[src/rtl/mog_pkg.sv]
package mog_pkg;
   typedef enum logic [0:0] {
      ST_IDLE = 1'b0,
      ST_WALK = 1'b1
   } walk_state_t;

   typedef enum logic [1:0] {
      VERDICT_PASS   = 2'd0,
      VERDICT_RECORD = 2'd1,
      VERDICT_YIELD  = 2'd2
   } verdict_t;
endpackage

[src/rtl/mog_ring_step.sv]
module mog_ring_step #(
   parameter int DEPTH = 16,
   localparam int IW = $clog2(DEPTH)
) (
   input  logic [IW-1:0] idx,
   output logic [IW-1:0] idx_next
);
   localparam bit IS_POW2 = (DEPTH == (1 << IW));

   generate
      if (IS_POW2) begin : g_pow2
         assign idx_next = idx + 1'b1;
      end else begin : g_mod
         assign idx_next = (idx == IW'(DEPTH - 1)) ? '0 : idx + 1'b1;
      end
   endgenerate
endmodule

[src/rtl/mog_entry_cmp.sv]
module mog_entry_cmp
   import mog_pkg::*;
#(
   parameter int AW        = 32,
   parameter int SW        = 16,
   parameter int BLK_SHIFT = 8
) (
   input  logic          ent_ok,
   input  logic [AW-1:0] ent_addr,
   input  logic [SW-1:0] ent_seq,
   input  logic [AW-1:0] ref_addr,
   input  logic          held_valid,
   input  logic [SW-1:0] held_seq,
   output verdict_t      verdict
);
   logic blk_hit;
   logic older;

   assign blk_hit = ent_ok && ((ent_addr >> BLK_SHIFT) == (ref_addr >> BLK_SHIFT));
   assign older   = !held_valid || (ent_seq < held_seq);

   always_comb begin
      if (!blk_hit)   verdict = VERDICT_PASS;
      else if (older) verdict = VERDICT_RECORD;
      else            verdict = VERDICT_YIELD;
   end
endmodule

[src/rtl/mog_walk_ctrl.sv]
module mog_walk_ctrl
   import mog_pkg::*;
#(
   parameter int DEPTH     = 16,
   parameter int AW        = 32,
   parameter int SW        = 16,
   parameter int BLK_SHIFT = 8,
   localparam int IW = $clog2(DEPTH)
) (
   input  logic                clk,
   input  logic                rst_n,
   input  logic                req_valid,
   input  logic                req_is_store,
   input  logic [IW-1:0]       req_idx,
   input  logic [AW-1:0]       req_addr,
   input  logic                req_ld_fault,
   input  logic [IW-1:0]       lq_tail,
   input  logic [DEPTH-1:0]    lq_addr_ok,
   input  logic [DEPTH*AW-1:0] lq_addr,
   input  logic [DEPTH*SW-1:0] lq_seq,
   input  logic                held_valid,
   input  logic [SW-1:0]       held_seq,
   output logic                busy,
   output logic                done,
   output logic                fault_out,
   output logic                rec,
   output logic [IW-1:0]       rec_idx,
   output logic [SW-1:0]       rec_seq
);
   walk_state_t   state;
   logic [IW-1:0] cur;
   logic [AW-1:0] ref_addr;
   logic [IW-1:0] req_next;
   logic [IW-1:0] cur_next;
   logic          at_tail;
   verdict_t      verdict;

   logic [AW-1:0] addr_a [DEPTH];
   logic [SW-1:0] seq_a  [DEPTH];

   genvar g;
   generate
      for (g = 0; g < DEPTH; g++) begin : g_unpack
         assign addr_a[g] = lq_addr[g*AW +: AW];
         assign seq_a[g]  = lq_seq[g*SW +: SW];
      end
   endgenerate

   mog_ring_step #(.DEPTH(DEPTH)) u_step_req (.idx(req_idx), .idx_next(req_next));
   mog_ring_step #(.DEPTH(DEPTH)) u_step_cur (.idx(cur),     .idx_next(cur_next));

   mog_entry_cmp #(.AW(AW), .SW(SW), .BLK_SHIFT(BLK_SHIFT)) u_cmp (
      .ent_ok    (lq_addr_ok[cur]),
      .ent_addr  (addr_a[cur]),
      .ent_seq   (seq_a[cur]),
      .ref_addr  (ref_addr),
      .held_valid(held_valid),
      .held_seq  (held_seq),
      .verdict   (verdict)
   );

   assign busy    = (state == ST_WALK);
   assign at_tail = (cur == lq_tail);
   assign rec     = busy && !at_tail && (verdict == VERDICT_RECORD);
   assign rec_idx = cur;
   assign rec_seq = seq_a[cur];

   always_ff @(posedge clk) begin
      if (!rst_n) begin
         state     <= ST_IDLE;
         cur       <= '0;
         ref_addr  <= '0;
         done      <= 1'b0;
         fault_out <= 1'b0;
      end else begin
         done      <= 1'b0;
         fault_out <= 1'b0;
         case (state)
            ST_IDLE: begin
               if (req_valid) begin
                  if (req_ld_fault && !req_is_store) begin
                     done <= 1'b1;
                  end else begin
                     state    <= ST_WALK;
                     cur      <= req_is_store ? req_idx : req_next;
                     ref_addr <= req_addr;
                  end
               end
            end
            default: begin
               if (at_tail) begin
                  state <= ST_IDLE;
                  done  <= 1'b1;
               end else if (verdict == VERDICT_RECORD) begin
                  state     <= ST_IDLE;
                  done      <= 1'b1;
                  fault_out <= 1'b1;
               end else if (verdict == VERDICT_YIELD) begin
                  state <= ST_IDLE;
                  done  <= 1'b1;
               end else begin
                  cur <= cur_next;
               end
            end
         endcase
      end
   end

   p_req_when_idle_r10: assert property (@(posedge clk) disable iff (!rst_n)
      req_valid |-> !busy);
   p_req_idx_range_r2: assert property (@(posedge clk) disable iff (!rst_n)
      req_valid |-> (int'(req_idx) < DEPTH));
   p_tail_stable_r3: assert property (@(posedge clk) disable iff (!rst_n)
      busy && $past(busy) |-> $stable(lq_tail));
   p_walk_end_done_r10: assert property (@(posedge clk) disable iff (!rst_n)
      $fell(busy) |-> done);
   p_done_not_busy_r10: assert property (@(posedge clk) disable iff (!rst_n)
      done |-> !busy);
   p_fault_with_done_r6: assert property (@(posedge clk) disable iff (!rst_n)
      fault_out |-> done);
   p_ld_fault_skip_r9: assert property (@(posedge clk) disable iff (!rst_n)
      req_valid && !busy && req_ld_fault && !req_is_store |=> done && !fault_out && !busy);
endmodule

[src/rtl/mog_violator_reg.sv]
module mog_violator_reg #(
   parameter int IW = 4,
   parameter int SW = 16,
   parameter int CW = 16
) (
   input  logic          clk,
   input  logic          rst_n,
   input  logic          rec,
   input  logic [IW-1:0] rec_idx,
   input  logic [SW-1:0] rec_seq,
   input  logic          rd_en,
   input  logic          squash_valid,
   input  logic [SW-1:0] squash_seq,
   output logic          held_valid,
   output logic [IW-1:0] held_idx,
   output logic [SW-1:0] held_seq,
   output logic [CW-1:0] viol_count
);
   logic squash_hit;

   assign squash_hit = squash_valid && held_valid && (squash_seq < held_seq);

   always_ff @(posedge clk) begin
      if (!rst_n) begin
         held_valid <= 1'b0;
         held_idx   <= '0;
         held_seq   <= '0;
         viol_count <= '0;
      end else begin
         if (rec) begin
            held_valid <= 1'b1;
            held_idx   <= rec_idx;
            held_seq   <= rec_seq;
            viol_count <= viol_count + 1'b1;
         end else if (rd_en || squash_hit) begin
            held_valid <= 1'b0;
         end
      end
   end

   p_read_clear_r7: assert property (@(posedge clk) disable iff (!rst_n)
      rd_en && !rec |=> !held_valid);
   p_squash_clear_r8: assert property (@(posedge clk) disable iff (!rst_n)
      squash_valid && !rec && held_valid && (squash_seq < held_seq) |=> !held_valid);
   p_squash_keep_r8: assert property (@(posedge clk) disable iff (!rst_n)
      squash_valid && !rd_en && !rec && held_valid && !(squash_seq < held_seq) |=> held_valid);
   p_record_wins_r11: assert property (@(posedge clk) disable iff (!rst_n)
      rec |=> held_valid && (held_seq == $past(rec_seq)) && (held_idx == $past(rec_idx)));
   p_count_step_r6: assert property (@(posedge clk) disable iff (!rst_n)
      rec |=> viol_count == CW'($past(viol_count) + 1'b1));
   p_count_hold_r6: assert property (@(posedge clk) disable iff (!rst_n)
      !rec |=> $stable(viol_count));
endmodule

[src/rtl/mem_order_guard.sv]
module mem_order_guard
   import mog_pkg::*;
#(
   parameter int DEPTH     = 16,
   parameter int AW        = 32,
   parameter int SW        = 16,
   parameter int BLK_SHIFT = 8,
   parameter int CW        = 16,
   localparam int IW = $clog2(DEPTH)
) (
   input  logic                clk,
   input  logic                rst_n,
   input  logic                req_valid,
   input  logic                req_is_store,
   input  logic [IW-1:0]       req_idx,
   input  logic [AW-1:0]       req_addr,
   input  logic                req_ld_fault,
   input  logic [IW-1:0]       lq_tail,
   input  logic [DEPTH-1:0]    lq_addr_ok,
   input  logic [DEPTH*AW-1:0] lq_addr,
   input  logic [DEPTH*SW-1:0] lq_seq,
   input  logic                rd_en,
   input  logic                squash_valid,
   input  logic [SW-1:0]       squash_seq,
   output logic                busy,
   output logic                done,
   output logic                fault_out,
   output logic                held_valid,
   output logic [IW-1:0]       held_idx,
   output logic [SW-1:0]       held_seq,
   output logic [CW-1:0]       viol_count
);
   generate
      if (DEPTH < 2) begin : g_bad_depth
         $error("mem_order_guard: DEPTH must be at least 2");
      end
      if (BLK_SHIFT < 0 || BLK_SHIFT >= AW) begin : g_bad_shift
         $error("mem_order_guard: BLK_SHIFT must lie in [0, AW)");
      end
      if (SW < 1 || CW < 1) begin : g_bad_width
         $error("mem_order_guard: SW and CW must be positive");
      end
   endgenerate

   logic          rec;
   logic [IW-1:0] rec_idx;
   logic [SW-1:0] rec_seq;

   mog_walk_ctrl #(
      .DEPTH(DEPTH), .AW(AW), .SW(SW), .BLK_SHIFT(BLK_SHIFT)
   ) u_walk (
      .clk         (clk),
      .rst_n       (rst_n),
      .req_valid   (req_valid),
      .req_is_store(req_is_store),
      .req_idx     (req_idx),
      .req_addr    (req_addr),
      .req_ld_fault(req_ld_fault),
      .lq_tail     (lq_tail),
      .lq_addr_ok  (lq_addr_ok),
      .lq_addr     (lq_addr),
      .lq_seq      (lq_seq),
      .held_valid  (held_valid),
      .held_seq    (held_seq),
      .busy        (busy),
      .done        (done),
      .fault_out   (fault_out),
      .rec         (rec),
      .rec_idx     (rec_idx),
      .rec_seq     (rec_seq)
   );

   mog_violator_reg #(.IW(IW), .SW(SW), .CW(CW)) u_held (
      .clk         (clk),
      .rst_n       (rst_n),
      .rec         (rec),
      .rec_idx     (rec_idx),
      .rec_seq     (rec_seq),
      .rd_en       (rd_en),
      .squash_valid(squash_valid),
      .squash_seq  (squash_seq),
      .held_valid  (held_valid),
      .held_idx    (held_idx),
      .held_seq    (held_seq),
      .viol_count  (viol_count)
   );

   p_fault_sets_held_r6: assert property (@(posedge clk) disable iff (!rst_n)
      done && fault_out |-> held_valid);
   p_count_moves_on_fault_r6: assert property (@(posedge clk) disable iff (!rst_n)
      (viol_count != $past(viol_count)) |-> done && fault_out);
endmodule

[config.mk]
export PLATFORM = sky130hd
export DESIGN_NAME = mem_order_guard
export DESIGN_NICKNAME = d
export VERILOG_FILES = /design/src/rtl/mog_pkg.sv /design/src/rtl/mog_ring_step.sv /design/src/rtl/mog_entry_cmp.sv /design/src/rtl/mog_walk_ctrl.sv /design/src/rtl/mog_violator_reg.sv /design/src/rtl/mem_order_guard.sv
export SDC_FILE = /design/constraint.sdc
export NUM_CORES = 1
export LEC_CHECK = 0
export BUFFER_PORTS_ARGS = -buffer_cell sky130_fd_sc_hd__buf_4
export CAP_MARGIN = 10
export CORE_AREA = 8 8 340 342
export CTS_CLUSTER_DIAMETER = 80
export DETAILED_ROUTE_END_ITERATION = 10
export DIE_AREA = 0 0 348 350
export PLACE_DENSITY = 0.37
export REMOVE_ABC_BUFFERS = 1
export SETUP_SLACK_MARGIN = 0.3
export SLEW_MARGIN = 10
export SYNTH_ARGS = -nofsm -noshare
export SYNTH_HDL_FRONTEND = slang
export SYNTH_SLANG_ARGS = --single-unit
export TNS_END_PERCENT = 50
[constraint.sdc]
create_clock -name clk -period 8.2 [get_ports clk]
set_input_delay 1.23 -clock clk [delete_from_list [all_inputs] [get_ports clk]]
set_output_delay 1.23 -clock clk [all_outputs]
set_load 0.03 [all_outputs]
=== Word-level counts from Yosys, hierarchy flattened ===
Cells that the tools add are included.

* Flip-flop bits (word level): 76
* Latch bits: 0
* Memory bits (writable): 0
* Bits in read-only memories: 0
* Input bits: 847
* Output and inout bits: 40
* Word-level logic and storage cells: 76
* Memories kept: 0

* $add $sub $neg: 3
* Multipliers: 0
* Div/mod/pow operators: 0
* Magnitude comparators: 4
* Equality and inequality tests: 8
* Shift-type cells: 0
* Mux-type cells: 32
* Bitwise gates (word level): 4
* Reduce and logical (&&, ||, !) cells: 16

{| class="wikitable"
|+ Operators by type and width
! operator !! number
|-
| 32-bit binary-select mux with 4-bit select || 1
|-
| 16-bit binary-select mux with 4-bit select || 1
|-
| 32-bit 2-to-1 mux || 2
|-
| 16-bit < comparator || 2
|-
| 16-bit 2-to-1 mux || 2
|-
| 4-bit 2-to-1 mux || 7
|-
| 24-bit equality test || 1
|-
| 16-bit by 1-bit adder with 16-bit output (second input constant) || 1
|-
| 1-bit 2-to-1 mux || 16
|-
| 4-bit by 1-bit adder with 4-bit output (second input constant) || 2
|-
| 1-bit logical AND || 6
|-
| 2-bit != test (second input constant) || 3
|-
| 5-bit greater-or-equal comparator (second input constant) || 1
|-
| 4-bit by 5-bit < comparator with 1-bit output (second input constant) || 1
|-
| 4-bit NOT with 5-bit output || 1
|-
| 5-bit AND reduction || 1
|-
| 1-bit binary-select mux with 4-bit select || 1
|-
| 4-bit equality test || 1
|-
| 2-bit 2-to-1 mux || 2
|-
| 2-bit nonzero test || 2
|-
| 1-bit zero test || 3
|-
| 1-bit NOT || 3
|-
| 3-bit AND reduction || 1
|-
| 3-bit OR reduction || 1
|-
| 4 further kinds || 5
|}

=== Logic depth before layout (Yosys ltp) ===
Gate-level depths: netlist of run 1.

* Word-level depth: 13
* Mapped depth: 22
* Gate-level depth less buffers: 13

=== Cells and area by module ===
Synthesis of run 1 repeated with hierarchy kept, for this count alone.

* Cell total of the unflattened synthesis: 795
* Area total of the unflattened synthesis: 10,088.4 um^2

{| class="wikitable"
|+ By module, submodules not included
! module !! instances !! cells an instance !! area each (um^2) !! sequential area each (um^2)
|-
| mog_walk_ctrl || 1 || 494 || 7,507.2 || 780.7
|-
| mog_violator_reg || 1 || 203 || 1,826.8 || 740.7
|-
| mog_entry_cmp || 1 || 88 || 666.9 || 0.0
|-
| mog_ring_step || 2 || 5 || 43.8 || 0.0
|}

=== Worst setup path before layout of run 1 ===
No wires, ideal clock.

* Kind: flip-flop to flip-flop
* Start: register u_walk.cur[0], in the netlist u_walk.rec_idx[0]
* End: register u_held.viol_count[13]
* Library setup time: 135 ps
* Arrival: 4,901 ps
* Data required time: 8,065 ps
* Setup slack: 3,164 ps
* Stages on the path, launching flop included: 21
* Path buffers: 7
* Period minus slack after synthesis: 5,036 ps
* Cells stage by stage: dfxtp_1 buf_4 buf_6 buf_6 buf_4 buf_4 buf_1 mux4_2 mux4_2 ha_1 a41o_1 a21oi_1 nor2b_1 o31a_1 o21ai_0 nand2b_1 a211oi_1 nand2_1 clkbuf_1 o311ai_0 o41ai_1

* Word-level cells in the longest chain between the ends: 10
* Elaborated cells on any way between the ends: 20
* Those cells by class: 1 x order compare; 3 x eq/ne; 10 x mux; 1 x bitwise; 5 x reduce/logical

{| class="wikitable"
|+ RTL lines
! item !! RTL line !! RTL
|-
| start, declared || mog_walk_ctrl.sv:31 || <nowiki>logic [IW-1:0] cur;</nowiki>
|-
| start signal, assigned || mog_walk_ctrl.sv:85 || <nowiki>cur <= req_is_store ? req_idx : req_next;</nowiki>
|-
| start signal, assigned || mog_walk_ctrl.sv:102 || <nowiki>cur <= cur_next;</nowiki>
|-
| 4-bit NOT with 5-bit output || n/a ||
|-
| 16-bit binary-select mux with 4-bit select || n/a ||
|-
| 16-bit 2-to-1 mux (2 in series) || n/a ||
|-
| net rec_seq[11] || mem_order_guard.sv:47 || <nowiki>logic [SW-1:0] rec_seq;</nowiki>
|-
| 16-bit < comparator || mog_entry_cmp.sv:20 || <nowiki>assign older = !held_valid || (ent_seq < held_seq);</nowiki>
|-
| 1-bit logical OR || mog_entry_cmp.sv:20 ||
|-
| 2-bit 2-to-1 mux || mog_entry_cmp.sv:24 || <nowiki>else if (older) verdict = VERDICT_RECORD;</nowiki>
|-
| 2-bit 2-to-1 mux || mog_entry_cmp.sv:23 || <nowiki>if (!blk_hit) verdict = VERDICT_PASS;</nowiki>
|-
| 2-bit by 1-bit equality test with 1-bit output || mog_walk_ctrl.sv:64 || <nowiki>assign rec = busy && !at_tail && (verdict == VERDICT_RECORD);</nowiki>
|-
| 1-bit logical AND || mog_walk_ctrl.sv:64 ||
|-
| end signal, assigned || mog_violator_reg.sv:34 || <nowiki>viol_count <= viol_count + 1'b1;</nowiki>
|-
| end, declared || mog_violator_reg.sv:17 || <nowiki>output logic [CW-1:0] viol_count</nowiki>
|}

The timed path passes the listed nets, and every way through them passes these cells. The select of a mux whose other input is x is not followed.
A chain may end at the register's enable or synchronous reset.

=== Worst setup path in the final report of run 1 ===
* Start: register u_walk.cur[0], in the netlist u_walk.rec_idx[0]
* End: register u_held.held_seq[5]

* Word-level cells in the longest chain between the ends: 10
* Elaborated cells on any way between the ends: 20
* Those cells by class: 1 x order compare; 3 x eq/ne; 10 x mux; 1 x bitwise; 5 x reduce/logical

{| class="wikitable"
|+ RTL lines
! item !! RTL line !! RTL
|-
| 4-bit NOT with 5-bit output (implied by the code) || mog_walk_ctrl.sv:66 || <nowiki>assign rec_seq = seq_a[cur];</nowiki>
|-
| 16-bit binary-select mux with 4-bit select || mog_walk_ctrl.sv:66 ||
|-
| 16-bit 2-to-1 mux (implied by the code) (2 in series) || mog_walk_ctrl.sv:66 ||
|-
| net rec_seq[1] || mem_order_guard.sv:47 ||
|-
| 16-bit < comparator || mog_entry_cmp.sv:20 ||
|-
| 1-bit logical OR || mog_entry_cmp.sv:20 ||
|-
| 2-bit 2-to-1 mux || mog_entry_cmp.sv:24 ||
|-
| 2-bit 2-to-1 mux || mog_entry_cmp.sv:23 ||
|-
| 2-bit by 1-bit equality test with 1-bit output || mog_walk_ctrl.sv:64 ||
|-
| 1-bit logical AND || mog_walk_ctrl.sv:64 ||
|-
| end signal, assigned || mog_violator_reg.sv:33 || <nowiki>held_seq <= rec_seq;</nowiki>
|-
| end, declared || mog_violator_reg.sv:16 || <nowiki>output logic [SW-1:0] held_seq,</nowiki>
|}

The timed path passes the listed nets, and every way through them passes these cells. The select of a mux whose other input is x is not followed.

==> results.md, run 1 <==
Floorplanning:
- The area of the core is 110,000 um2.
- The initial cell density of the core is 8.41%.
- The I/O pin count is 887.
- After floorplanning, the core was divided into 122 placement rows.
- The die footprint is 122,000 um2.
- Measured along the y axis, the die boundary spans 350 um.
- The floorplan die width is 348 um.

Final layout:
- The fraction of layout instances using a drive strength above 1 is 61.7%.
- Relative to the synthesized area, the layout overhead comes to 82.2%.
- Fill cells in the final layout number 12,500.
- The number of nets in the layout is 2,439.
- The number of cells in the finished layout apart from fillers is 3,064.
- In the final layout, the multi-input gates occupy 7430 um2.
- In the final layout, flip-flops and latches occupy 1380 um2.

Clock tree:
- In this run the number of H-tree levels came out at 3.
- TritonCTS built the clock tree.
- After clock tree synthesis, the clock-pin slew on the worst setup and hold paths is 0.08 ns.
- The clock passes through at most 2 buffers.
- The clock root buffer is sky130_fd_sc_hd__clkbuf_16.
- The number of setup buffers added after CTS is 0.
- The clock drives 68 sinks.
- Hold repair after CTS inserted 0 buffers.
- The later pin in the worst-skew pair is clocked with a latency of 0.38 ns.
- The number of clock buffers added by TritonCTS is 9.
- After clock tree synthesis, the repair step resized 0 gates.

Logic synthesis:
- The total of warnings raised by yosys is 0.
- The netlist area before placement is 9260 um2.
- The sequential cell area fraction in the yosys report is 14.7%.
- In the synthesized netlist the async set-or-reset flop fraction comes to 0%.
- The post-synthesis area per instance is 10.8 um2.
- In the synthesized netlist the dominant register cell turns out to be sky130_fd_sc_hd__dfxtp_1.
- Counting distinct cell types in the post-synthesis netlist gives 61.
- The post-synthesis sequential element count is 68.
- Yosys mapped a number of flops with a built-in enable equal to 0.
- The number of instances in the synthesized netlist is 856.

Timing:
- The final hold violation count was 0.
- Based on the critical path, the design can be clocked at up to 182 MHz.
- Setup repair after global routing left no endpoint under its margin.
- For the final database, setup skew stands at 0.0221 ns.
- At the pin with the least slew margin, the transition time is 1.03 ns.
- Measured against its own limit, the worst slew margin works out to 30.6%.
- The number of setup violations in the final report is 0.
- The worst path uses 66.8% of the clock period.
- The max-slew violation count is 0.
- For the finished layout, the period the worst path requires is 5.48 ns.

Power and ir drop:
- The sequential power share is 21.1%.
- Across the VDD grid, the largest voltage drop is 0.104 mV.
- Internal power comes to 1140 uW.
- The share of power burned in the clock network is 24.5%.
- The power density over the cells is 109 nW/um2.
- Combinational logic burns 54.4% of the power.
- In this run the static leakage power is 0.00687 uW.
- In this run the power spent charging and discharging nets is 699 uW.
- After layout, the design draws a total of 1840 uW.
- In this run switching power makes up 38.1% of total power.

GRT:
- The global-route wire length before repair is 99,600 um.
- The number of global-route vias before repair is 12,200.
- Global routing consumed, over all layers together, 11.8% of the routing resources.
- For this run the aggregate overflow at the end of global routing stands at 0.
- The pin count of the biggest net entering global routing is 78.
- The initial antenna violation count is 47.

Detailed routing:
- The detailed router finished its first iteration with 461 violations.
- The average wire per cell in the routed design is 24.5 um.
- The routed layout has 10,700 vias.
- The wire length after detailed routing is 75,000 um.
- The number of nets with antenna violations after detailed routing is 0.
- In the routed design, unresolved DRC markers number 0.
- The detailed-router iteration count before antenna repair is 4.
- After detailed routing, the number of vias per cell comes to 3.48.

Place:
- Port buffering added 750 buffers.
- The final RePlAce weighted congestion is 0.843.
- The final HPWL from detailed placement is 65,200 um.
- The instance count after placement with tap cells included is 3,036.

Setup path:
- The kind of end point of the critical path is a flop.
- The register-to-register path setup slack is 2.72 ns.
- STA classifies the critical path startpoint as a flop.
- At the worst endpoint, the arrival time is 5.74 ns.
- STA puts the critical path data required time at 8.46 ns.
- The maximum fanout encountered on the critical timing path is 61.
- The critical path is of the reg -> reg type.

Hold path:
- The path class of the tightest hold or removal check is reg -> reg.

Run status:
- The run finished with clean final reports.

Job:
- The tool flagged a number of max-cap violations equal to 0.
state kept, by name, indices dropped and copies added (netlist names):
signal	cells
u_held.held_idx	4
u_held.held_valid	1
u_held.viol_count	16
u_walk.ref_addr	24
u_walk.rec_idx	4
u_walk.fault_out	1
u_walk.busy	1
u_held.held_seq	16
u_walk.done	1
cell usage after synthesis, types with 10 or more instances:
library cell | instances | area [um2]
sky130_fd_sc_hd__nand3_1 | 11 | 55.1
sky130_fd_sc_hd__ha_1 | 33 | 413
sky130_fd_sc_hd__nor3_1 | 13 | 65.1
sky130_fd_sc_hd__nand2b_1 | 18 | 113
sky130_fd_sc_hd__nand2_1 | 78 | 293
sky130_fd_sc_hd__inv_1 | 20 | 75.1
sky130_fd_sc_hd__xor2_1 | 25 | 219
sky130_fd_sc_hd__mux2i_1 | 83 | 831
sky130_fd_sc_hd__clkbuf_1 | 26 | 97.6
sky130_fd_sc_hd__a21oi_1 | 39 | 195
sky130_fd_sc_hd__o21ai_0 | 21 | 105
sky130_fd_sc_hd__mux4_2 | 166 | 3740
sky130_fd_sc_hd__dfxtp_1 | 68 | 1360
sky130_fd_sc_hd__nor2_1 | 46 | 173
sky130_fd_sc_hd__o22ai_1 | 12 | 75.1
sky130_fd_sc_hd__xnor2_1 | 15 | 131
sky130_fd_sc_hd__nand4_1 | 12 | 75.1
sky130_fd_sc_hd__nor2b_1 | 10 | 62.6
sky130_fd_sc_hd__buf_1 | 13 | 48.8
sky130_fd_sc_hd__buf_2 | 20 | 100
area by class of cell:
cell class,count,area share (%)
antenna,12,0.178
clock buffer,9,1.33
clock inverter,7,0.437
inverter,24,0.534
multi-input combinational,690,44.0
sequential,68,8.15
tap,1488,11.0
timing repair buffer,766,34.3
per-layer routing:
metal / global-route usage (%) / wire length [um]
met1: 13.1 / 28600
met2: 20.8 / 37600
met3: 4.81 / 6970
met4: 2.96 / 1580
met5: 0 / 235
worst paths after layout:
path                                            end  cells past startpoint           startpoint
worst max-delay path             u_held.held_seq[5]                     16    u_walk.rec_idx[0]
worst min-delay path            u_walk.ref_addr[31]                      2  u_walk.ref_addr[31]
worst max register to register   u_held.held_seq[5]                     16    u_walk.rec_idx[0]
worst min register to register  u_walk.ref_addr[31]                      2  u_walk.ref_addr[31]
cells in the final DEF (no fill, tap or decap), drive strengths merged, types with 4 or more instances in the layout:
cell and n:
ha 33, o21a 7, mux4 166, a22oi 4
dfxtp 68, xnor2 15, nand3 11, buf 766
o21ai 22, o41ai 10, and3 4, nor3 14
a21o 8, a21oi 39, o21bai 4, xor2 25
o22ai 12, nor2b 10, clkbuf 9, diode 12
o311ai 9, nor4 5, nor2 46, mux2i 83
nand4 12, and2 4, nand2b 18, nand2 78
a211oi 6, o31ai 4, a22o 5, inv 26
metrics by stage:
step                TNS (ns)  hold slack (ns)  cell area (um2)  worst slack [ns]  util [%]
global placement           0            0.458            16500              2.49      15.0
detailed placement         0            0.459            16500              2.52      15.0
floorplan            -106.06            0.436             8870             -2.85         -
global route               0            0.500            16900              2.20      15.3
finish                     0            0.469            16900              2.72      15.3
CTS                        0            0.472            16800              2.47      15.3
kinds of logic (layout without fill, tap and decap cells):
| logic type | after synthesis | after routing | share of synthesized area, % |
|---|---|---|---|
| xor+xnor | 40 | 40 | 3.78 |
| other cells | 0 | 12 | 0 |
| compound gates | 154 | 154 | 11.4 |
| mux | 252 | 252 | 49.7 |
| fa+ha+maj | 33 | 33 | 4.46 |
| buf+inv | 98 | 806 | 5.17 |
| flops | 68 | 68 | 14.7 |
| simple gates | 211 | 211 | 10.8 |
power groups by stage:
stage	Combinational (uW)	Sequential (uW)	Clock [uW]
6_report	998	387	451
5_1_grt	1090	394	498
4_1_cts	1030	392	497
3_5_place_dp	1030	399	0
3_3_place_gp	1030	400	0
2_1_floorplan	519	427	0
worst max-delay path, stage by stage, from the launching register on:
cell and delay, ns:
sky130_fd_sc_hd__dfxtp_4 0.62, sky130_fd_sc_hd__buf_12 0.44, sky130_fd_sc_hd__mux4_2 0.58, sky130_fd_sc_hd__mux4_2 0.54
sky130_fd_sc_hd__ha_1 0.29, sky130_fd_sc_hd__o21ai_0 0.08, sky130_fd_sc_hd__nand2b_1 0.07, sky130_fd_sc_hd__a21oi_1 0.06
sky130_fd_sc_hd__nor2_1 0.09, sky130_fd_sc_hd__o21ai_0 0.22, sky130_fd_sc_hd__a2111oi_0 0.63, sky130_fd_sc_hd__a211oi_1 0.11
sky130_fd_sc_hd__buf_4 0.19, sky130_fd_sc_hd__nand2_2 0.46, sky130_fd_sc_hd__buf_4 0.48, sky130_fd_sc_hd__mux2i_1 0.25
sky130_fd_sc_hd__nor2_1 0.05
No activity file was read; power rests on OpenSTA's default activity.
==> run 2: changes to the inputs <==
--- a/config.mk
+++ b/config.mk
@@ -7,11 +7,11 @@
 export LEC_CHECK = 0
 export BUFFER_PORTS_ARGS = -buffer_cell sky130_fd_sc_hd__buf_4
 export CAP_MARGIN = 10
-export CORE_AREA = 8 8 340 342
+export CORE_AREA = 8 8 335 337
 export CTS_CLUSTER_DIAMETER = 80
 export DETAILED_ROUTE_END_ITERATION = 10
-export DIE_AREA = 0 0 348 350
-export PLACE_DENSITY = 0.37
+export DIE_AREA = 0 0 343 345
+export PLACE_DENSITY = 0.39
 export REMOVE_ABC_BUFFERS = 1
 export SETUP_SLACK_MARGIN = 0.3
 export SLEW_MARGIN = 10
==> constraint.sdc (replaced) <==
create_clock -name clk -period 4.68 [get_ports clk]
set_input_delay 0.702 -clock clk [delete_from_list [all_inputs] [get_ports clk]]
set_output_delay 0.702 -clock clk [all_outputs]
set_load 0.03 [all_outputs]
==> run 2 against run 1 <==
Non-clock buffer count rose by 41; routed wire length rose by 8.7%; global-route usage rose by 1.4 points; largest power group unchanged.
==> results.md, run 2 (synthesized netlist as in run 1, its figures left out) <==
Run status:
- The flow ran to the end, and the final reports show no timing, DRC or antenna violations.

Place:
- The post-detailed-placement cell area is 16,800 um2 (+1.4%).
- The final HPWL from detailed placement is 71,700 um (+10%).
- The instance count after placement with tap cells included came to 2,984 (-1.7%).
- The count of buffers inserted at the top-level ports is 750 (unchanged).
- The final RePlAce weighted congestion is 0.784 (-7.0%).

Clock tree:
- The maximum level of the CTS H-tree is 3 (unchanged).
- The number of buffers between clock root and the deepest sink came to 2 (unchanged).
- The cell sitting at the root of the clock tree is a sky130_fd_sc_hd__clkbuf_16.
- The clock-pin slew on the worst setup and hold paths is 0.08 ns (about the same).
- The total number of clock tree sinks is 68 (unchanged).
- The CTS buffer count came to 9 (unchanged).
- The later-pin clock latency in the skew report is 0.40 ns (+0.02 ns).
- The clock tree from TritonCTS is built.

Floorplanning:
- The die footprint was 118,000 um2 (-2.8%).
- The count of standard-cell rows is 120 (-1.6%).
- The I/O pin count was 887 (unchanged).
- The initial cell density of the core is 8.69% (+0.27 points).
- The floorplan die width is 343 um (-1.4%).
- The vertical extent of the die was 345 um (-1.4%).
- The area of the core is 107,000 um2 (-3.1%).

Timing:
- The tightest hold margin is 0.471 ns (+0.00185 ns).
- The post-route setup TNS was 0 ns (unchanged).
- The relative max-transition margin came to 30.7% (+0.062 points).
- The max-slew violation count came to 0 (unchanged).
- The number of setup violations in the final report came to 0 (unchanged).
- Setup repair after global routing left no endpoint under its margin.
- The final critical delay including setup and external delays is 4.18 ns (-1.30 ns).
- The worst setup skew after layout came to 0.0202 ns (-0.00192 ns).
- The fraction of the cycle the final worst path needs came to 89.3% (+22 points).
- The transition time of the tightest slew-check pin is 1.04 ns (+0.00995 ns).
- The highest achievable clock rate was 239 MHz (+31%).
- The final hold violation count was 0 (unchanged).

Setup path:
- The maximum fanout encountered on the critical timing path is 18 (-70%).
- The arrival time reported for the critical path endpoint is 4.50 ns (-1.24 ns).
- The buffers plus inverters on the worst setup path is 5 (+2).
- The family of cells with the greatest summed delay on the critical path is compound AO/OA/AOI/OAI gates.
- STA classifies the critical path startpoint as a flop.
- The required time reported for the critical path endpoint came to 5.00 ns (-3.46 ns).
- Walking the worst path, the cells encountered are buf_12 > buf_12 > mux4_2 > mux4_2 > ha_4 > a41o_1 > a21oi_1 > nor2b_1 > o31a_1 > o21ai_0 > nand2b_1 > a211oi_2 > buf_4 > nand2_4 > buf_12 > buf_12 > nor4_1 > o21bai_1.
- The delay contributed by the slowest stage of the critical path is 0.56 ns (-0.07 ns).
- The slowest library cell on the worst path is sky130_fd_sc_hd__mux4_2.
- The worst setup path is of the reg -> reg kind.
- STA classifies the critical path endpoint as a flop.
- The cell repeated most along the worst path is sky130_fd_sc_hd__buf_12.

Detailed routing:
- The met2 wire length was 41,200 um (+9.6%).
- The detailed-routing wirelength on met1 was 31,200 um (+9.1%).
- The via-per-instance ratio is 3.65 (+5.0%).
- The detailed-router iteration count before antenna repair is 4 (unchanged).
- The wire length after detailed routing is 81,500 um (+8.7%).
- The highest layer touched by signal routing is met5.
- The number of vias after detailed routing is 11,000 (+3.6%).
- The detailed-route DRC error count is 0 (unchanged).
- The number of nets with antenna violations after detailed routing was 0 (unchanged).
- The violation count after the first detailed-routing iteration is 470 (+2.0%).
- The average wire per cell in the routed design is 27.0 um (+10%).
- The wire length on met3 is 7570 um (+8.6%).

Power and ir drop:
- The power share of the combinational group is 57.3% (+2.9 points).
- The peak supply drop is 0.129 mV (+25%).
- The share of total power consumed by net switching came to 38.3% (+0.26 points).
- The total internal power is 2070 uW (+82%).
- The power density over the cells is 194 nW/um2 (+78%).
- The share of power burned in the clock network is 23.6% (-0.9 points).
- The sequential power share is 19.1% (-2.0 points).
- The net switching power figure is 1290 uW (+84%).
- The static leakage power is 0.00714 uW (+3.9%).

Job:
- The number of maximum-capacitance constraint violations was 0 (unchanged).

GRT:
- The number of global-route vias before repair is 12,300 (+1.4%).
- The residual overflow from global routing is 0 (unchanged).
- The initial antenna violation count was 46 (-2.1%).
- The overall global routing resource usage came to 13.1% (+1.4 points).
- The pin count of the biggest net entering global routing is 81 (+3.8%).
- The global-route wire length before repair came to 106,000 um (+6.8%).

Final layout:
- The number of cells in the finished layout apart from fillers is 3,023 (-1.3%).
- The total of fill cells in the finished design is 12,000 (-3.6%).
- The flip-flop count of the largest register after layout is 24 (unchanged).
- Leaving out fill and tap cells, the most frequent cells in the layout are 791 x sky130_fd_sc_hd__buf_4, 166 x sky130_fd_sc_hd__mux4_2, 83 x sky130_fd_sc_hd__mux2i_1.
- The fraction of layout instances using a drive strength above 1 is 63.1% (+1.4 points).
- In the final layout, the registers with the most flip-flops are u_walk.ref_addr (24), u_held.held_seq (16), u_held.viol_count (16).
- u_walk.ref_addr holds more flip-flops than any other register.
- The area occupied by multi-input gates came to 7510 um2 (+1.0%).
- The area taken by flip-flops and latches came to 1380 um2 (unchanged).
- Leaving out fill and tap cells, the most frequent cell in the layout is sky130_fd_sc_hd__buf_4.
- The number of nets in the layout is 2,480 (+1.7%).
- From synthesis to final layout, the design area changed by 86.9%.
- The area of all placed cells without fillers is 17,300 um2 (+2.5%).

Hold path:
- The path category of the worst min-delay check is reg -> reg.
[run 2: per-stage QoR]
step	setup WS, ns	util, %	total power (uW)
after floorplan	-6.37	-	1660
after global placement	0.0921	15.7	2590
after detailed placement	0.0916	15.7	2590
after CTS	0.299	16.1	3460
after global routing	0.309	16.2	3590
final	0.501	16.2	3350
[run 2: worst paths after layout]
check                                         start                   end  slack, ns  cells after the start
worst max-delay path              u_walk.rec_idx[0]  u_held.viol_count[4]       0.50                     18
worst min-delay path            u_walk.ref_addr[28]   u_walk.ref_addr[28]       0.47                      2
worst max register to register    u_walk.rec_idx[0]  u_held.viol_count[4]       0.50                     18
worst min register to register  u_walk.ref_addr[28]   u_walk.ref_addr[28]       0.47                      2
[run 2: routing by layer]
layer,vias up,GRT usage [%]
met3,85,5.16
li1,4967,-
met5,-,0
met2,570,23.4
met1,5387,14.4
met4,34,3.27
[run 2: layout make-up]
type	count	share of cell area [%]
inverters	24	0.520
well taps	1403	10.1
clock inverters	7	0.441
repair buffers	807	36.0
diodes	15	0.217
multi-input cells	690	43.4
clock buffers	9	1.30
flip-flops and latches	68	7.95
[run 2: repair_timing]
item                                    CTS  global route
gates cloned                              0             1
buffers inserted                          2             5
endpoints found under the setup margin   35            35
hold buffers                              0             0
hold endpoints to repair                  0             0
gates resized for setup                  11            14
[run 2: power by group through the flow]
stage | clock [uW] | sequential [uW] | combinational [uW]
6_report | 791 | 640 | 1920
5_1_grt | 859 | 645 | 2080
4_1_cts | 853 | 643 | 1960
3_5_place_dp | 0 | 656 | 1930
3_3_place_gp | 0 | 656 | 1930
2_1_floorplan | 0 | 749 | 909
[run 2: worst reg2reg max path: cells and delay by family, from the launching register on]
| family | cells | cell delay, ns |
|---|---|---|
| flip-flops | 1 | 0.38 |
| AO/OA/AOI/OAI | 6 | 1.10 |
| buffers and inverters | 5 | 0.82 |
| multiplexers | 2 | 1.09 |
| AND/OR/NAND/NOR | 4 | 0.45 |
| adder cells (fa/ha/maj) | 1 | 0.25 |
==> run 3: changes to the inputs <==
--- a/config.mk
+++ b/config.mk
@@ -5,7 +5,7 @@
 export SDC_FILE = /design/constraint.sdc
 export NUM_CORES = 1
 export LEC_CHECK = 0
-export BUFFER_PORTS_ARGS = -buffer_cell sky130_fd_sc_hd__buf_4
+export BUFFER_PORTS_ARGS = -buffer_cell sky130_fd_sc_hd__buf_2
 export CAP_MARGIN = 10
 export CORE_AREA = 8 8 335 337
 export CTS_CLUSTER_DIAMETER = 80
==> run 3 against run 2 <==
Worst setup slack gained 0.0061 ns; largest cell class unchanged; global-route usage shrank 0.15 points; critical path depth is the same; routed wire length shrank 0.20%; sequential share of layout area grew 0.82 points; critical path type unchanged; die area is the same; clock-buffer cell count is the same; first-iteration DRC count grew 0.43%; maximum frequency grew 0.15%; non-clock buffer count grew 11; cell area shrank 9.4%.
==> results.md, run 3 (synthesized netlist as in run 1, its figures left out) <==
Setup path:
- The slowest library cell on the worst path is sky130_fd_sc_hd__mux4_2.
- Walking the worst path, the cells encountered are buf_12 > bufbuf_16 > buf_4 > mux4_2 > mux4_2 > ha_1 > nand4_1 > nor2_1 > o21ai_1 > buf_4 > a2111oi_4 > a211oi_2 > buf_4 > nand2_4 > buf_12 > buf_4 > mux2i_1 > nor2_1.
- The arrival time reported for the critical path endpoint is 4.42 ns (-0.08 ns).
- STA classifies the critical path startpoint as a flop.
- The maximum fanout encountered on the critical timing path came to 13 (-5).
- The required time reported for the critical path endpoint is 4.92 ns (-0.08 ns).
- The kind of end point of the critical path is a flop.
- The buffers plus inverters on the worst setup path is 7 (+2).
- The cell repeated most along the worst path is sky130_fd_sc_hd__buf_4.
- The classification of the worst setup path is reg -> reg.
- The delay contributed by the slowest stage of the critical path was 0.54 ns (-0.02 ns).
- Among cell families on the critical path, the largest total delay comes from multiplexers.

Floorplanning:
- The die footprint came to 118,000 um2 (unchanged).
- The floorplan die width is 343 um (unchanged).
- The area of the core is 107,000 um2 (unchanged).
- The count of standard-cell rows came to 120 (unchanged).
- The vertical extent of the die came to 345 um (unchanged).
- The initial cell density of the core was 8.69% (unchanged).
- The I/O pin count came to 887 (unchanged).

Power and ir drop:
- The peak supply drop was 0.107 mV (-17%).
- The power density over the cells is 206 nW/um2 (+6.6%).
- The static leakage power came to 0.00665 uW (-6.9%).

Timing:
- Setup repair after global routing could not meet its margin everywhere.
- The number of setup violations in the final report is 0 (unchanged).
- The post-route setup TNS came to 0 ns (unchanged).
- The final hold violation count is 0 (unchanged).
- The tightest hold margin is 0.468 ns (-0.00304 ns).
- The relative max-transition margin is 36.7% (+6.0 points).
- The fraction of the cycle the final worst path needs is 89.2% (-0.13 points).
- The final critical delay including setup and external delays came to 4.17 ns (-0.00613 ns).
- The worst setup skew after layout is 0.0112 ns (-0.00896 ns).
- The highest achievable clock rate came to 240 MHz (+0.15%).
- The transition time of the tightest slew-check pin came to 0.949 ns (-0.0906 ns).
- The max-slew violation count is 0 (unchanged).

Detailed routing:
- The violation count after the first detailed-routing iteration is 472 (+0.43%).
- The wire length on met3 is 8310 um (+9.8%).
- The number of nets with antenna violations after detailed routing came to 0 (unchanged).
- The via-per-instance ratio is 3.68 (+0.87%).
- The detailed-router iteration count before antenna repair is 4 (unchanged).
- The average wire per cell in the routed design came to 26.8 um (-0.50%).
- The wire length after detailed routing was 81,300 um (-0.20%).
- The met2 wire length is 40,500 um (-1.7%).
- The top routing layer in use is met5.
- The detailed-routing wirelength on met1 was 30,600 um (-1.7%).
- The detailed-route DRC error count is 0 (unchanged).
- The number of vias after detailed routing is 11,200 (+1.2%).

Clock tree:
- The total number of clock tree sinks came to 68 (unchanged).
- The maximum level of the CTS H-tree came to 3 (unchanged).
- The clock tree from TritonCTS is built.
- The later-pin clock latency in the skew report came to 0.39 ns (about the same).
- In this run the clock root is driven by a sky130_fd_sc_hd__clkbuf_16.
- The number of buffers between clock root and the deepest sink was 2 (unchanged).
- The CTS buffer count was 9 (unchanged).
- The number of hold buffers added after CTS was 0 (unchanged).
- The clock-pin slew on the worst setup and hold paths came to 0.07 ns (about the same).

Place:
- The count of buffers inserted at the top-level ports came to 750 (unchanged).
- The final HPWL from detailed placement is 70,600 um (-1.6%).
- The final RePlAce weighted congestion is 0.805 (+2.7%).

GRT:
- The residual overflow from global routing came to 0 (unchanged).
- The initial antenna violation count was 88 (+91%).
- The global-route wire length before repair came to 105,000 um (-1.2%).
- The overall global routing resource usage came to 13.0% (-0.15 points).
- The number of global-route vias before repair is 12,200 (-0.83%).
- The pin count of the biggest net entering global routing was 107 (+32%).

Final layout:
- The synthesis-to-layout area growth is 69.3%.
- The flip-flop count of the largest register after layout came to 24 (unchanged).
- The largest registers in the layout are u_walk.ref_addr (24), u_held.held_seq (16), u_held.viol_count (16).
- The library cell used most frequently in the layout, excluding fill and tap cells, is sky130_fd_sc_hd__buf_2.
- In the layout the commonest cells are 750 x sky130_fd_sc_hd__buf_2, 166 x sky130_fd_sc_hd__mux4_2, 83 x sky130_fd_sc_hd__mux2i_1.
- The share of the core filled with cells in the final layout is 14.7% (-1.5 points).
- The number of nets in the layout came to 2,491 (+0.44%).
- u_walk.ref_addr holds more flip-flops than any other register.
- The fraction of layout instances using a drive strength above 1 is 63.9% (+0.75 points).
- The total of fill cells in the finished design came to 12,200 (+1.8%).

Run status:
- The run finished with clean final reports.

Job:
- The number of maximum-capacitance constraint violations was 0 (unchanged).

Hold path:
- The min-delay analysis places its worst path in the category reg -> reg.
==> run 3: cell type report <==
cell class	count	area [um2]	area share, %
inverter	24	92.6	0.590
multi-input combinational	690	7570	48.2
timing repair buffer	818	4560	29.1
antenna	13	32.5	0.207
clock buffer	9	225	1.44
tap	1403	1760	11.2
sequential	68	1380	8.78
clock inverter	7	75.1	0.479
==> run 3: final timing paths <==
check	startpoint	end	slack, ns	cells after the start
setup / recovery	u_walk.rec_idx[0]	u_held.held_idx[2]	0.51	18
hold / removal	u_walk.ref_addr[28]	u_walk.ref_addr[28]	0.47	2
setup reg to reg	u_walk.rec_idx[0]	u_held.held_idx[2]	0.51	18
hold reg to reg	u_walk.ref_addr[28]	u_walk.ref_addr[28]	0.47	2
==> run 3: routing by layer <==
layer / vias to the layer above / GRT usage (%)
met4: 46 / 2.88
met5: - / 0
li1: 4985 / -
met3: 145 / 5.29
met1: 5341 / 14.3
met2: 655 / 23.2
==> run 3: report_power, final <==
group          switching, uW  total, uW  internal [uW]
combinational            882       1810            929
clock                    374        791            417
sequential              40.2        637            597
total                   1300       3240           1940
==> run 3: worst min-delay path, delay by kind of cell (launching register included) <==
family | cells | cell delay, ns
AOI/OAI and AO/OA | 1 | 0.05
DFF | 1 | 0.32
and+or+nand+nor | 1 | 0.05
==> run 3: what timing repair did <==
action                                  CTS  global route
endpoints found under the setup margin   33            38
pin swaps                                 0             2
endpoints found under the hold margin     0             0
setup buffers                             4             6
gates cloned                              2             4
resized for setup                         9            30
==> run 3: through the flow <==
stage               instance area (um2)  setup WS, ns  total power [uW]  instances
CTS                               15400         0.302              3320       3009
detailed placement                14900         0.142              2410       2987
finish                            15700         0.507              3240       3032
floorplan                          8870         -6.37              1660        782
global placement                  14900         0.141              2410       2987
global route                      15700         0.295              3490       3026
